[config.mk]
export PLATFORM = sky130hd
export DESIGN_NAME = ripple_magcmp
export DESIGN_NICKNAME = d
export VERILOG_FILES = /design/src/rtl/ripple_magcmp.sv
export SDC_FILE = /design/constraint.sdc
export NUM_CORES = 1
export LEC_CHECK = 0
export CAP_MARGIN = 20
export CORE_AREA = 2 2 39 41
export DETAILED_ROUTE_END_ITERATION = 10
export DIE_AREA = 0 0 41 43
export GPL_TIMING_DRIVEN = 1
export PLACE_DENSITY = 0.48
export SYNTH_ARGS = -nofsm -noshare
export SYNTH_HDL_FRONTEND = slang
export SYNTH_SLANG_ARGS = --single-unit
[constraint.sdc]
create_clock -name vclk -period 2.5
set_input_delay 0.25 -clock vclk [all_inputs]
set_output_delay 0.25 -clock vclk [all_outputs]
set_load 0.03 [all_outputs]
[src/rtl/ripple_magcmp.sv]
module ripple_magcmp #(
  parameter int WIDTH = 4
) (
  input  logic [WIDTH-1:0] opa,
  input  logic [WIDTH-1:0] opb,
  output logic [1:0]       verdict,
  output logic             is_eq,
  output logic             is_lt,
  output logic             is_gt
);

  localparam int TOP = WIDTH;

  // hi[k]/lo[k]: verdict entering stage k; index TOP is the final result
  logic [TOP:0] hi;
  logic [TOP:0] lo;

  assign hi[0] = 1'b0;
  assign lo[0] = 1'b0;

  for (genvar k = 0; k < WIDTH; k++) begin : g_stage
    assign hi[k+1] = (opa[k] & ~opb[k]) | (opa[k] & hi[k]) | (~opb[k] & hi[k]);
    assign lo[k+1] = (~opa[k] & opb[k]) | (~opa[k] & lo[k]) | (opb[k] & lo[k]);
  end

  assign verdict = {hi[TOP], lo[TOP]};
  assign is_eq   = ~hi[TOP] & ~lo[TOP];
  assign is_lt   = ~hi[TOP] &  lo[TOP];
  assign is_gt   =  hi[TOP] & ~lo[TOP];

  always_comb begin
    for (int k = 0; k < WIDTH; k++) begin
      AST_NO_BAD_CODE: assert (!(hi[k+1] && lo[k+1]));
      if (opa[k] != opb[k])
        AST_DIFF_DECIDES: assert ({hi[k+1], lo[k+1]} == {opa[k], opb[k]});
      else
        AST_SAME_FORWARDS: assert ({hi[k+1], lo[k+1]} == {hi[k], lo[k]});
    end
    AST_ONE_FLAG: assert ($onehot({is_eq, is_lt, is_gt}));
    AST_EQ_MATCH: assert ((opa == opb) == (verdict == 2'b00));
    AST_ORDER_MATCH: assert ((opa > opb) == (verdict == 2'b10));
  end

endmodule

### After elaboration in Yosys (flattened, before gate mapping)

Cells that the tools add are included.

| storage, ports and cells | value |
|---|---|
| memories kept | 0 |
| bits in read-only memories | 0 |
| input port bits | 8 |
| register bits after elaboration | 0 |
| latch bits | 0 |
| memory bits (writable) | 0 |

| cells by class | value |
|---|---|
| mux-type cells | 0 |
| div/mod/pow operators | 0 |
| add/subtract/negate cells | 0 |
| bitwise operators | 45 |
| reduce and logical (&&, ||, !) cells | 0 |
| shift-type cells | 0 |
| multipliers | 0 |
| $lt $le $gt $ge | 0 |
| equal/unequal tests | 0 |

Operators with widths:

| kind | number |
|---|---|
| $and 1x1->1 | 23 |
| $or 1x1->1 | 12 |
| $not 1->1 | 10 |

### Longest topological paths before layout

| depth | value |
|---|---|
| depth after elaboration | 13 |
| depth in mapped cells | 4 |
| gate-level depth less buffers | 4 |

### Worst setup path after synthesis

OpenSTA, ideal clock, no wires.

| path | value |
|---|---|
| path type | input to output |
| from | input port opa[0] |
| to | output port is_eq |
| path buffers | 0 |
| path slack | 0.559 ns |
| data arrival time | 1.691 ns |
| cell stages on the path | 3 |
| required time | 2.250 ns |
| cell sequence | nor2b_1 maj3_2 nor4_1 |

| between the ends | value |
|---|---|
| word-level cells in the longest chain between the ends | 13 |

RTL lines:

| item | RTL line | text |
|---|---|---|
| start: declaration | 4 | `input logic [WIDTH-1:0] opa,` |
| $not 1->1 | -- |  |
| $and 1x1->1 (2 in series) | 23 | `assign lo[k+1] = (~opa[k] & opb[k]) \| (~opa[k] & lo[k]) \| (opb[k] & lo[k]);` |
| $or 1x1->1 (2 in series) | 23 |  |
| $and 1x1->1 | 23 |  |
| $or 1x1->1 (2 in series) | 23 |  |
| $and 1x1->1 | 23 |  |
| $or 1x1->1 (2 in series) | 23 |  |
| $not 1->1 | 27 | `assign is_eq = ~hi[TOP] & ~lo[TOP];` |
| $and 1x1->1 (*) | 27 |  |
| end: declaration | 7 | `output logic is_eq,` |

Mark *: on every way between the ends. The rest lies on a longest branch, timed or not.

### Worst setup path after layout

Ends and elaborated chain as after synthesis.

==> out/metrics.cfg <==
[synth]
synth_area_leaders = maj3_2, maj3_1, xor2_1
syn_area_per_cell_um2 = 7.44
synth_top_area_share_pct = 30.3
yosys_warnings = 0
synth_top_family_by_area = adder cells
synthSimpleGateAreaFrac_pct = 21.0
muxShareOfSynthArea_pct = 0
synth_compound_area_share_pct = 6.72
synth-xor-area-share_pct = 11.8
synth_commonest_cells = inv_1, maj3_2, maj3_1
yosys.cell_types.count = 9
synth_fp_nets = 28
synthCells = 20
yosysTopAreaCell = maj3_2
ys_seq_area_share_pct = 0
synthAdderAreaFrac_pct = 50.4
synthesis.area_um2 = 149

[sta]
hold_viol_final = 0
timing.hold.ws_ns = 1.36
maxSlewViolCount = 0
fin_crit_ns = 2.37
max-slew-margin-rel_pct = 79.5
fmax_mhz = 422
rsz0062_at_grt = false
final-setup-viol-count = 0
finalCritPeriodShare_pct = 94.8
tightestPinTransition_ns = 0.307

[setup_path]
arrival_ns = 2.12
setup.worst_path.end_class = output port
crit_type = in -> out
worstPathRequired_ns = 2.25
crit_slowest_cell = clkdlybuf4s50_1
cpPeakStageDelay_ns = 0.72
path_cells = clkdlybuf4s50_1 > nor2b_1 > maj3_2 > nor4_1 > clkdlybuf4s50_1
startpoint_type = input port
worstPathMaxFanout = 2
cp_common_cell = clkdlybuf4s50_1

[hold_path]
min_path_type = in -> out

[final_layout]
nNetsFinal = 45
n_antenna_cell = 0
final_area_um2 = 307
seqCellArea_um2 = 0
fillers = 159
seq_cells = 0
drive_gt1_share_pct = 22.9
area_growth_pct = 106
multi_input_area_um2 = 134
clock_buffers = 0

[status]
status = complete, no violations

[grt]
grt_overflow = 0
grt_pass1_vias = 142
grt_pass1_wl_um = 531
grt_max_degree = 5
grt_usage_pct = 3.90
antenna_found_initial = 0

[clocking]
cts_setup_buffers = 0
cts-resized-gates = 2
hold_buffers = 0

[floorplanning]
die_h_um = 43
coreArea_um2 = 1380
placementRows = 14
dieArea_um2 = 1760
fp.dieW_um = 41
io_pins = 13
initial_core_util_pct = 10.8

[pwr]
peakVddDrop_uv = 58.9
powerDensity_nw_per_um2 = 215
p_leak_nw = 0.127

[detailed_routing]
vias = 169
drc = 0
wire_per_inst_um = 6.75
detail-route-antenna-nets = 0
drt-pass1-iter-count = 1
drt_iter0_markers = 0
routed_wl_um = 344
vias_per_cell = 3.31

[placement]
gp_congestion = 0.559
placed_area_um2 = 309
numPortBuffers = 13

[job]
max-cap-violations = 0

==> metrics by stage <==
| step | utilization, % | power [W] | TNS [ns] | cells | setup WS [ns] |
|---|---|---|---|---|---|
| 6_report | 22.2 | 0.0000658 | 0 | 51 | 0.131 |
| 4_1_cts | 22.2 | 0.0000665 | 0 | 51 | 0.0919 |
| 3_3_place_gp | 22.3 | 0.0000684 | -0.174 | 51 | -0.0876 |
| 5_1_grt | 22.2 | 0.0000709 | 0 | 51 | 0.0210 |
| 2_1_floorplan | - | 0.0000361 | 0 | 20 | 0.559 |
| 3_5_place_dp | 22.3 | 0.0000686 | -0.182 | 51 | -0.0917 |
==> critical path, delay by kind of cell <==
| family | cells | cell delay [ns] |
|---|---|---|
| adders and majority gates | 1 | 0.32 |
| and+or+nand+nor | 2 | 0.42 |
| buffers and inverters | 2 | 1.12 |
==> metal layers <==
metal	track usage (%)	up-vias	routed length [um]	part of all wire, %
met5	0	-	0	0
met4	0	0	0	0
li1	-	97	-	-
met2	6.88	8	149	43
met1	5.38	64	151	44
met3	0	0	42	12
==> path summary, 6_finish.rpt <==
check | startpoint | endpoint | depth (start not counted)
setup / recovery | opa[0] | is_eq | 5
hold / removal | opb[3] | is_lt | 3
==> power by group <==
part	switching [W]	total [W]	leakage (nW)	internal [W]
combinational	0.0000322	0.0000658	0.127	0.0000337
clock	0	0	0	0
sequential	0	0	0	0
==> logic make-up (layout without fill, tap and decap cells) <==
group                      after synthesis  in the layout
and+or+nand+nor                          5              5
xor gates and xnor gates                 2              2
AOI/OAI and AO/OA                        2              2
adders and majority gates                7              7
buffers and inverters                    4             19
==> cell usage in the layout, fill, tap and decap left out <==
cell / Yosys / routed
o21ai_0: 1 / 1
nand2b_1: 2 / 2
xor2_1: 2 / 2
clkdlybuf4s50_1: 0 / 9
nor4_1: 1 / 1
dlygate4sd2_1: 0 / 2
maj3_2: 4 / 4
inv_1: 4 / 4
maj3_1: 3 / 3
buf_4: 0 / 4
a21oi_1: 1 / 1
nor2b_1: 2 / 2
==> layout make-up <==
| type | count | area share, % |
|---|---|---|
| Inverter | 4 | 4.90 |
| Timing Repair Buffer | 15 | 44.9 |
| Tap cell | 16 | 6.53 |
| Multi-Input combinational cell | 16 | 43.7 |
No activity file was read; power rests on OpenSTA's default activity.
